[config.mk]
export PLATFORM = sky130hd
export DESIGN_NAME = rst_status_ctrl
export DESIGN_NICKNAME = d
export VERILOG_FILES = /design/src/rtl/rsc_pkg.sv /design/src/rtl/rsc_write_decode.sv /design/src/rtl/rsc_reset_tracker.sv /design/src/rtl/rsc_status_reg.sv /design/src/rtl/rst_status_ctrl.sv
export SDC_FILE = /design/constraint.sdc
export NUM_CORES = 1
export LEC_CHECK = 0
export BUFFER_PORTS_ARGS = -buffer_cell sky130_fd_sc_hd__buf_2
export CAP_MARGIN = 5
export CORE_AREA = 2 2 60 48
export DETAILED_ROUTE_END_ITERATION = 8
export DIE_AREA = 0 0 62 50
export GPL_TIMING_DRIVEN = 0
export HOLD_SLACK_MARGIN = 0.15
export PLACE_DENSITY = 0.7
export SETUP_SLACK_MARGIN = 0.4
export SYNTH_ARGS = -nofsm -noshare
export SYNTH_HDL_FRONTEND = slang
export SYNTH_SLANG_ARGS = --single-unit
[constraint.sdc]
create_clock -name clk -period 1.3 [get_ports clk]
set_input_delay 0.13 -clock clk [delete_from_list [all_inputs] [get_ports clk]]
set_output_delay 0.13 -clock clk [all_outputs]
set_load 0.02 [all_outputs]
[src/rtl/rsc_pkg.sv]
// Package: shared constants for the reset cause and control register.
// Assumes a 32-bit data word with the flag field in bits 31:27.
package rsc_pkg;
    localparam int REG_W       = 32;
    localparam int FLAG_HI     = 31;
    localparam int FLAG_LO     = 27;
    localparam int BIT_PWRUP   = 31;
    localparam int BIT_SWCOLD  = 30;
    localparam int BIT_SWWARM  = 29;
    localparam int BIT_BTNCOLD = 28;
    localparam int BIT_BTNWARM = 27;

    localparam logic [REG_W-1:0] FLAG_FIELD = 32'hF800_0000;
    localparam logic [REG_W-1:0] CLR_FIELD  = 32'h9800_0000;
    localparam logic [REG_W-1:0] SET_FIELD  = 32'h6000_0000;
    localparam logic [REG_W-1:0] FIRST_LOAD = 32'h8000_0000;
endpackage

[src/rtl/rsc_write_decode.sv]
// Module: rsc_write_decode
// Turns an accepted write into per-bit clear and set vectors and the
// reset request kind. Assumes wr_fire is already gated by address and reset.
module rsc_write_decode
    import rsc_pkg::*;
(
    input  logic             wr_fire,
    input  logic [REG_W-1:0] wdata,
    output logic [REG_W-1:0] clr_bits,
    output logic [REG_W-1:0] set_bits,
    output logic             req_cold,
    output logic             req_warm
);
    logic [REG_W-1:0] masked;

    // Cut the write to the flag field and split it by bit kind.
    always_comb begin
        masked   = wr_fire ? (wdata & FLAG_FIELD) : '0;
        clr_bits = masked & CLR_FIELD;
        set_bits = masked & SET_FIELD;
        req_cold = masked[BIT_SWCOLD];
        req_warm = masked[BIT_SWWARM] & ~masked[BIT_SWCOLD];
    end
endmodule

[src/rtl/rsc_reset_tracker.sv]
// Module: rsc_reset_tracker
// Counts system reset assertions (once per assertion, saturating) and
// flags the first cycle of an assertion that finds the counter at zero.
// Assumes cnt_clear is only raised while rst_n is high.
module rsc_reset_tracker #(
    parameter int CNT_W = 4
) (
    input  logic clk,
    input  logic por_n,
    input  logic rst_n,
    input  logic cnt_clear,
    output logic reset_evt,
    output logic load_first
);
    localparam logic [CNT_W-1:0] CNT_MAX = {CNT_W{1'b1}};

    logic [CNT_W-1:0] cnt_q;
    logic             rst_prev_q;

    // Reset event is the first cycle of an rst_n assertion.
    always_comb begin
        reset_evt  = ~rst_n & rst_prev_q;
        load_first = reset_evt & (cnt_q == '0);
    end

    // Track previous rst_n level and the saturating reset count.
    always_ff @(posedge clk) begin
        if (!por_n) begin
            cnt_q      <= '0;
            rst_prev_q <= 1'b1;
        end else begin
            rst_prev_q <= rst_n;
            if (reset_evt) begin
                if (cnt_q != CNT_MAX) cnt_q <= cnt_q + 1'b1;
            end else if (rst_n && cnt_clear) begin
                cnt_q <= '0;
            end
        end
    end
endmodule

[src/rtl/rsc_status_reg.sv]
// Module: rsc_status_reg
// Holds the five flag bits, one generated cell per bit, and the
// registered reset request. Bits below the flag field are constant zero.
// Assumes clear, set and event vectors are zero while rst_n is low.
module rsc_status_reg
    import rsc_pkg::*;
(
    input  logic             clk,
    input  logic             por_n,
    input  logic             rst_n,
    input  logic             load_first,
    input  logic [REG_W-1:0] clr_bits,
    input  logic [REG_W-1:0] set_bits,
    input  logic [REG_W-1:0] hw_bits,
    input  logic             req_in,
    output logic [REG_W-1:0] status,
    output logic             sys_rst_req
);
    logic [FLAG_HI:FLAG_LO] flag_q;

    for (genvar i = FLAG_LO; i <= FLAG_HI; i++) begin : g_flag
        localparam logic LOAD_VAL = FIRST_LOAD[i];
        logic bit_q;

        // One flag cell: first-reset load, hold in reset, else clear/set.
        always_ff @(posedge clk) begin
            if (!por_n) begin
                bit_q <= 1'b0;
            end else if (!rst_n) begin
                if (load_first) bit_q <= LOAD_VAL;
            end else begin
                bit_q <= (bit_q & ~clr_bits[i]) | set_bits[i] | hw_bits[i];
            end
        end

        assign flag_q[i] = bit_q;
    end

    assign status = {flag_q, {FLAG_LO{1'b0}}};

    // Register the reset request so it is a clean one-cycle pulse.
    always_ff @(posedge clk) begin
        if (!por_n) sys_rst_req <= 1'b0;
        else        sys_rst_req <= rst_n & req_in;
    end
endmodule

[src/rtl/rst_status_ctrl.sv]
// Module: rst_status_ctrl (top)
// Reset cause and soft-reset control register on a simple register port.
// Assumes one access per cycle; reads are combinational from the status.
module rst_status_ctrl
    import rsc_pkg::*;
#(
    parameter int CNT_W = 4
) (
    input  logic             clk,
    input  logic             por_n,
    input  logic             rst_n,
    input  logic             acc_en,
    input  logic             acc_wr,
    input  logic             acc_lo_word,
    input  logic [REG_W-1:0] acc_wdata,
    output logic [REG_W-1:0] acc_rdata,
    input  logic             btn_cold,
    input  logic             btn_warm,
    output logic             sys_rst_req
);
    logic             wr_fire;
    logic [REG_W-1:0] clr_bits;
    logic [REG_W-1:0] set_bits;
    logic [REG_W-1:0] hw_bits;
    logic             req_cold;
    logic             req_warm;
    logic             reset_evt;
    logic             load_first;
    logic [REG_W-1:0] status_q;

    // Qualify writes and button events; both are ignored in reset.
    always_comb begin
        wr_fire              = acc_en & acc_wr & acc_lo_word & rst_n;
        hw_bits              = '0;
        hw_bits[BIT_BTNCOLD] = btn_cold & rst_n;
        hw_bits[BIT_BTNWARM] = btn_warm & rst_n;
    end

    rsc_write_decode u_dec (
        .wr_fire  (wr_fire),
        .wdata    (acc_wdata),
        .clr_bits (clr_bits),
        .set_bits (set_bits),
        .req_cold (req_cold),
        .req_warm (req_warm)
    );

    rsc_reset_tracker #(.CNT_W(CNT_W)) u_trk (
        .clk        (clk),
        .por_n      (por_n),
        .rst_n      (rst_n),
        .cnt_clear  (req_cold),
        .reset_evt  (reset_evt),
        .load_first (load_first)
    );

    rsc_status_reg u_stat (
        .clk         (clk),
        .por_n       (por_n),
        .rst_n       (rst_n),
        .load_first  (load_first),
        .clr_bits    (clr_bits),
        .set_bits    (set_bits),
        .hw_bits     (hw_bits),
        .req_in      (req_cold | req_warm),
        .status      (status_q),
        .sys_rst_req (sys_rst_req)
    );

    // Read mux: only the low word of the slot returns the status.
    assign acc_rdata = (acc_en && acc_lo_word) ? status_q : '0;
endmodule

==> flow_summary.ini, run 1 <==
[synthesis]
syn_area_um2 = 793
ys_top_cells_by_count = buf_4, dfxtp_1, and3_1, o21ai_0
synth_top_area_share = 0.278
syn-instance-count = 89
synth_top_area_cell = dfxtp_1
async_flop_share = 0
ys.warnings.count = 0
yosysMostFrequentCell = buf_4
ys.flop_type = dfxtp_1
synth-seq-cells = 11
synth_cell_types = 28
yosys-top-cells-area = dfxtp_1, buf_4, and3_1
synth_edf_count = 0
seq_area_frac_synth = 0.278
syn_area_per_cell_um2 = 8.91

[min_path]
hp-class = in -> reg
hold-path-endpoint = u_stat.g_flag[28].bit_q
hp-start = btn_cold
min_path_cells = 2

[clock_network]
clockRootBuffer = clkbuf_4
cts_sinks = 11
htree_levels = 1
cts_buffer_depth = 2
cts_hold_buf = 5
cts.clk_slew.worst_paths_ns = 0.08
insertion_delay_ns = 0.27
cts_buffers = 3
cts_tree = yes

[timing]
fin_crit_ns = 1.26
fin_crit_sh = 0.967
fin_skew_ns = 0.0108
grt_setup_unrepaired = true
setup_viol = 0
tns_ns = 0
holdWs_ns = 0.0879
finalHoldViolCount = 0
max_freq_mhz = 795
final_max_slew_viol_count = 0

[critical_path]
path_max_fanout = 5
worst_r2r_endpoint = u_trk.cnt_q[1]
end_kind = flop
critPathSlowestCell = dfxtp_4
cp.arrival_ns = 1.46
worst_setup_path_start_kind = flop
path_class = reg -> reg
required_ns = 1.51
cp_cell_sequence = ha_4 -> and3_4 -> or3b_1 -> a21oi_1
rrSetupSlack_ns = 0.04
ff2ff_path_depth = 4
max_stage_delay_ns = 0.37
reg2reg_from = u_trk.cnt_q[1]

[grt]
grt_usage = 0.112
grt_start_max_net_pins = 10
grt_pass1_wl_um = 2540
antenna_found_initial = 0
grt-ovfl-total = 0
grt_pass1_vias = 580

[place]
hpwl_um = 1200
numPortBuffers = 18
gp_congestion = 0.788

[final_layout]
final_nets = 190
final_util = 0.503
area_delta_synth_final_pct = 58.7
insertedDiodeCount = 0
layout-drive-gt1-share = 0.558

[outcome]
status = complete, no violations

[pwr]
cellPowerDensity_nw_per_um2 = 714
leakage_nw = 0.622
ir_drop_mv = 0.564

[run]
drv_cap = 0

[die]
ios = 73
start_util = 0.317
placementRows = 16
die_w_um = 62
design.die.area_um2 = 3100
core_area_um2 = 2500
dieHeight_um = 50

[detailed_routing]
avgRoutedWirePerCell_um = 9.71
viasPerCell = 3.98
wirelength_um = 1780
dr.pass1.iters = 6
detail-route-antenna-nets = 0
vias = 729
drcViolationCount = 0
drtIter0Drc = 13
[worst max-delay path: cells and delay by family (launching register included)]
| family | cells | cell delay (ns) |
|---|---|---|
| AOI/OAI and AO/OA | 1 | 0.12 |
| adders and majority gates | 1 | 0.16 |
| DFF | 1 | 0.37 |
| and+or+nand+nor | 2 | 0.53 |
[logic make-up (layout without fill, tap and decap cells)]
group	after synthesis	after routing	synth area share
fa+ha+maj	2	2	0.0315
compound gates	18	18	0.153
flops	11	11	0.278
simple gates	26	26	0.252
buf+inv	30	62	0.270
xor+xnor	1	1	0.0110
other cells	1	27	0.00473
[layout by cell type (no fill, tap or decap), types with 3 or more instances in the layout]
cell           synthesis  layout
a21oi_1                3       3
and3_1                 6       3
and3_4                 1       4
buf_2                  0      13
buf_4                 27      30
buf_6                  0       7
clkbuf_4               0       3
conb_1                 1      27
dfxtp_2                0       7
dlygate4sd3_1          0       5
nand4_1                3       3
o21ai_0                6       4
[worst max-delay path by stage]
| stage | startpoint | endpoint |
|---|---|---|
| 2_1_floorplan | u_trk.cnt_q[0] | u_trk.cnt_q[1] |
| 3_3_place_gp | u_trk.cnt_q[0] | u_trk.cnt_q[1] |
| 3_5_place_dp | u_trk.cnt_q[0] | u_trk.cnt_q[1] |
| 4_1_cts | u_trk.cnt_q[1] | u_trk.cnt_q[1] |
| 5_1_grt | u_trk.cnt_q[1] | u_trk.cnt_q[1] |
| 6_report | u_trk.cnt_q[1] | u_trk.cnt_q[1] |
[cell type report]
cell class | instances | area, um^2
Buffer | 27 | 203
Timing Repair Buffer | 28 | 216
Fill cell | 239 | 1240
Clock buffer | 3 | 22.5
Inverter | 3 | 16.3
Clock inverter | 1 | 5.00
Sequential cell | 11 | 236
Tap cell | 36 | 45.0
Multi-Input combinational cell | 74 | 514
[report_power, final]
group / leakage, nW / switching, mW / internal, mW
logic: 0.510 / 0.149 / 0.141
registers: 0.0936 / 0.0160 / 0.353
clock network: 0.0177 / 0.125 / 0.114
total: 0.622 / 0.290 / 0.608
[registers in the layout, indices dropped and copies added, names as in the netlist]
name / flops
u_trk.rst_prev_q: 1
u_stat.g_flag.bit_q: 5
u_trk.cnt_q: 4
u_stat.sys_rst_req: 1
[repair_timing]
action,4_1_cts,5_1_grt
cloned,0,0
resized for setup,24,7
buffers inserted,5,0
setup endpoints to repair,14,15
pin swaps,10,3
hold endpoints to repair,6,2
[per-layer routing]
| layer | GRT usage | vias to the layer above | part of all wire |
|---|---|---|---|
| li1 | - | 375 | - |
| met2 | 0.170 | 31 | 0.50 |
| met3 | 0.0472 | 2 | 0.092 |
| met1 | 0.146 | 321 | 0.40 |
| met5 | 0 | - | 0 |
| met4 | 0.0213 | 0 | 0.0039 |
[per-stage QoR]
step / setup WS, ns / area, um^2 / total power, mW / cells
2_1_floorplan: 0.0997 / 920 / 0.571 / 115
3_3_place_gp: 0.0747 / 1050 / 0.613 / 169
3_5_place_dp: 0.0506 / 1050 / 0.617 / 169
4_1_cts: 0.0447 / 1240 / 0.889 / 183
5_1_grt: 0.00434 / 1260 / 0.945 / 183
6_report: 0.0429 / 1260 / 0.898 / 183
No activity file was read; power rests on OpenSTA's default activity.
==> run 2: changes to the inputs <==
Settings changed: BUFFER_PORTS_ARGS -buffer_cell sky130_fd_sc_hd__buf_2 to default, CORE_AREA 2 2 60 48 to 2 2 42 44, DIE_AREA 0 0 62 50 to 0 0 44 46, DONT_BUFFER_PORTS from default to 1, PLACE_DENSITY 0.7 to 0.65.
==> run 2 against run 1 <==
The flow now finishes with violations (negative hold slack). Total power is 6.6% lower. Sequential cell count stayed put. Register-to-register slack better by 0.02 ns. Maximum frequency is 1.3% higher. Critical path depth stayed put. Setup slack better by 0.017 ns. Design area is 11% lower. Global-route usage is 2.5 points higher. Via count is 13% lower. Wire length is 20% lower. Sequential power hardly changed. Clock power is 6% lower. Critical path type unchanged.
==> flow_summary.ini, run 2 (same netlist as run 1, synthesis figures left out) <==
[outcome]
status = finished with violations
violations = negative hold slack

[timing]
fin_crit_ns = 1.24
tns_ns = 0
holdWs_ns = -0.0238
setup_ws_ns = 0.0596
fin_skew_ns = 0.000232
fin_crit_sh = 0.954
grt_setup_unrepaired = true
final_max_slew_viol_count = 0
max_freq_mhz = 806
finalHoldViolCount = 2
setup_viol = 0

[critical_path]
end_kind = flop
critPathTopFamily = simple AND/OR/NAND/NOR gates
cp_cell_sequence = ha_4 -> and3_4 -> or3b_4 -> a21oi_2
cp_num_buf_inv = 0
cp.arrival_ns = 1.44
path_max_fanout = 5
path_class = reg -> reg
required_ns = 1.50
worst_setup_path_start_kind = flop
critPathSlowestCell = or3b_4
max_stage_delay_ns = 0.37

[detailed_routing]
drtIter0Drc = 10
wirelength_um = 1420
dr.pass1.iters = 4
viasPerCell = 4.36
detail-route-antenna-nets = 0
drcViolationCount = 0
vias = 637
avgRoutedWirePerCell_um = 9.73

[clock_network]
clockRootBuffer = clkbuf_4
cts_buffer_depth = 2
cts_sinks = 11
insertion_delay_ns = 0.26
htree_levels = 1
cts_tree = yes
cts_hold_buf = 6
cts.clk_slew.worst_paths_ns = 0.06
cts_buffers = 3

[grt]
antenna_found_initial = 0
grt-ovfl-total = 0
grt_usage = 0.136
grt_pass1_wl_um = 1990
grt_pass1_vias = 499
grt_start_max_net_pins = 10

[final_layout]
insertedDiodeCount = 0
finalInstanceArea_um2 = 1120
final_common_cell = buf_4
largest_reg_flops = 5
regMostFlops = u_stat.g_flag.bit_q
regArea_um2 = 234
top_regs = u_stat.g_flag.bit_q: 5 flops, u_trk.cnt_q: 4 flops
layout-drive-gt1-share = 0.496
area_delta_synth_final_pct = 41.5
finalNonFillerCells = 146
final_cell_mix = buf_4, conb_1, dfxtp_2
multi_input_area_um2 = 534
final_nets = 172
final_util = 0.695
fillers = 145

[die]
start_util = 0.491
dieHeight_um = 46
die_w_um = 44
ios = 73
placementRows = 15
core_area_um2 = 1610
design.die.area_um2 = 2020

[place]
place_area_um2 = 941
gp_congestion = 0.741
dp.cells = 132
numPortBuffers = 0
hpwl_um = 1010
pre_cts_slack_ns = 0.0603

[min_path]
hp-class = in -> reg

[run]
drv_cap = 0

[pwr]
cellPowerDensity_nw_per_um2 = 748
leakage_nw = 0.536
ir_drop_mv = 0.521
## run 2: power breakdown
group / switching, mW / total [mW] / internal [mW]
Combinational: 0.123 / 0.244 / 0.121
Clock: 0.106 / 0.225 / 0.119
Sequential: 0.0156 / 0.370 / 0.355
## run 2: worst paths after layout
| kind | slack [ns] | cells after the start | end | from |
|---|---|---|---|---|
| max reg2reg | 0.06 | 4 | u_trk.cnt_q[1] | u_trk.cnt_q[0] |
| min | -0.02 | 1 | u_stat.g_flag[31].bit_q | por_n |
| min reg2reg | 0.48 | 2 | u_stat.g_flag[30].bit_q | u_stat.g_flag[30].bit_q |
| max | 0.06 | 4 | u_trk.cnt_q[1] | u_trk.cnt_q[0] |
## run 2: per-stage QoR
step / total power [mW] / hold slack [ns]
2_1_floorplan: 0.571 / 0.247
3_3_place_gp: 0.582 / 0.249
3_5_place_dp: 0.584 / 0.252
4_1_cts: 0.846 / -0.0364
5_1_grt: 0.893 / -0.0423
6_report: 0.839 / -0.0238
## run 2: metal layers
layer | share of wire | vias to the layer above | track usage
li1 | - | 339 | -
met4 | 0 | 0 | 0.0364
met5 | 0 | - | 0
met1 | 0.38 | 269 | 0.151
met3 | 0.10 | 0 | 0.0714
met2 | 0.52 | 29 | 0.229
## run 2: final cells by class
| class | instances | share of cell area |
|---|---|---|
| plain buffers | 27 | 0.181 |
| clock buffers | 4 | 0.0234 |
| inverters | 3 | 0.0100 |
| multi-input cells | 74 | 0.476 |
| flip-flops and latches | 11 | 0.208 |
| well taps | 17 | 0.0190 |
| repair buffers | 10 | 0.0825 |
## run 2: what timing repair did
action                                 CTS  global route
cloned                                   0             0
resized for setup                       17             8
pin swaps                               11             9
setup endpoints to repair               14            15
endpoints found under the hold margin   11             7
setup buffers                            3             1
==> run 3: changes to the inputs <==
Settings changed: REMOVE_ABC_BUFFERS from default to 1.
==> run 3 against run 2 <==
Clock power rose by 2%. Highest routed layer is now met4. First-iteration DRC count fell by 70%. Design area down 12%. Critical path depth up 1. Clock skew grew 0.0010 ns. Non-clock buffer count shrank 20. Die area is the same. Sequential cell count is the same. Total power is 4.5% lower. Cell count down 14%. Via count is 3.1% lower. The flow now finishes without violations. Sequential power is essentially flat.
==> flow_summary.ini, run 3 (same netlist as run 1, synthesis figures left out) <==
[timing]
fin_skew_ns = 0.00126
finalHoldViolCount = 0
max_freq_mhz = 801
fin_crit_ns = 1.25
setup_viol = 0
final_max_slew_viol_count = 0
fin_crit_sh = 0.961
grt_setup_unrepaired = true
holdWs_ns = 0.171

[final_layout]
regMostFlops = u_stat.g_flag.bit_q
final_nets = 152
final_cell_mix = conb_1, dlygate4sd3_1, buf_4
top_regs = u_stat.g_flag.bit_q: 5 flops, u_trk.cnt_q: 4 flops
fillers = 145
insertedDiodeCount = 0
area_delta_synth_final_pct = 23.8
final_common_cell = conb_1
largest_reg_flops = 5
layout-drive-gt1-share = 0.349
finalInstanceArea_um2 = 982

[min_path]
hold-path-endpoint = u_stat.g_flag[27].bit_q
min_path_cells = 2
hp-class = in -> reg
hp-start = rst_n

[detailed_routing]
avgRoutedWirePerCell_um = 12.5
vias = 617
viasPerCell = 4.90
dr.pass1.iters = 3
detail-route-antenna-nets = 0
drcViolationCount = 0
wirelength_um = 1570
drtIter0Drc = 3

[grt]
antenna_found_initial = 0
grt_pass1_wl_um = 2170
grt-ovfl-total = 0
grt_usage = 0.150
grt_pass1_vias = 516
grt_start_max_net_pins = 10

[place]
place_area_um2 = 709
hpwl_um = 962
gp_congestion = 0.748
numPortBuffers = 0

[critical_path]
ff2ff_path_depth = 5
path_max_fanout = 3
worst_setup_path_start_kind = flop
critPathTopFamily = flip-flops
end_kind = flop
cp.arrival_ns = 1.40
path_class = reg -> reg
reg2reg_from = u_trk.cnt_q[1]
cp_cell_sequence = inv_2 -> ha_4 -> nand4bb_4 -> nor2b_4 -> a221o_1
worst_r2r_endpoint = u_stat.g_flag[27].bit_q
rrSetupSlack_ns = 0.05
cp_num_buf_inv = 1
max_stage_delay_ns = 0.35
critPathSlowestCell = dfxtp_2
required_ns = 1.45

[die]
design.die.area_um2 = 2020
start_util = 0.491
placementRows = 15
core_area_um2 = 1610
dieHeight_um = 46
die_w_um = 44
ios = 73

[clock_network]
cts_buffer_depth = 2
cts_sinks = 11
clockRootBuffer = clkbuf_4
htree_levels = 1
cts.clk_slew.worst_paths_ns = 0.07
cts_tree = yes
insertion_delay_ns = 0.26
cts_buffers = 3

[outcome]
status = complete, no violations

[pwr]
cellPowerDensity_nw_per_um2 = 815
leakage_nw = 0.408
ir_drop_mv = 0.531

[run]
drv_cap = 0
-- run 3: metrics by stage --
step	setup TNS (ns)	utilization	total power, mW	setup WS, ns	cells
after floorplan	0	-	0.500	0.0519	88
after global placement	-0.0278	0.440	0.509	-0.0146	105
after detailed placement	-0.0502	0.440	0.512	-0.0204	105
after CTS	0	0.571	0.790	0.0478	121
after global routing	-0.00146	0.609	0.850	-0.00146	126
final	0	0.609	0.801	0.0509	126
-- run 3: per-layer routing --
layer / vias to the layer above / routed length (um) / track usage / share of wire
met1: 288 / 634 / 0.176 / 0.40
met4: 0 / 10 / 0.0727 / 0.0064
met3: 2 / 103 / 0.0238 / 0.066
met5: - / 0 / 0 / 0
met2: 26 / 824 / 0.265 / 0.52
li1: 301 / - / - / -
-- run 3: power by group --
group          switching (mW)  internal [mW]
Clock                   0.111          0.119
Combinational           0.121         0.0817
Sequential             0.0149          0.353
-- run 3: area by class of cell --
| type | instances | area (um^2) | share of cell area |
|---|---|---|---|
| multi-input cells | 74 | 536 | 0.545 |
| flip-flops and latches | 11 | 235 | 0.239 |
| repair buffers | 17 | 153 | 0.155 |
| clock buffers | 4 | 26.3 | 0.0268 |
| well taps | 17 | 21.3 | 0.0217 |
| inverters | 3 | 11.3 | 0.0115 |
-- run 3: worst max path at each step --
stage / cells after the start / end / slack (ns) / start
after floorplan: 4 / u_trk.cnt_q[1] / 0.05 / u_trk.cnt_q[0]
after global placement: 5 / u_stat.g_flag[27].bit_q / -0.01 / u_trk.cnt_q[0]
after detailed placement: 5 / u_stat.g_flag[28].bit_q / -0.02 / u_trk.cnt_q[0]
after CTS: 4 / u_trk.cnt_q[1] / 0.05 / u_trk.cnt_q[0]
after global routing: 4 / u_trk.cnt_q[1] / -0.001 / u_trk.cnt_q[0]
final: 5 / u_stat.g_flag[27].bit_q / 0.05 / u_trk.cnt_q[1]
-- run 3: timing repair --
item | CTS | global route
gates resized for setup | 28 | 6
buffers inserted | 5 | 2
pin swaps | 15 | 7
endpoints found under the hold margin | 11 | 6
gates cloned | 0 | 0
hold buffers | 7 | 3
setup endpoints to repair | 14 | 14
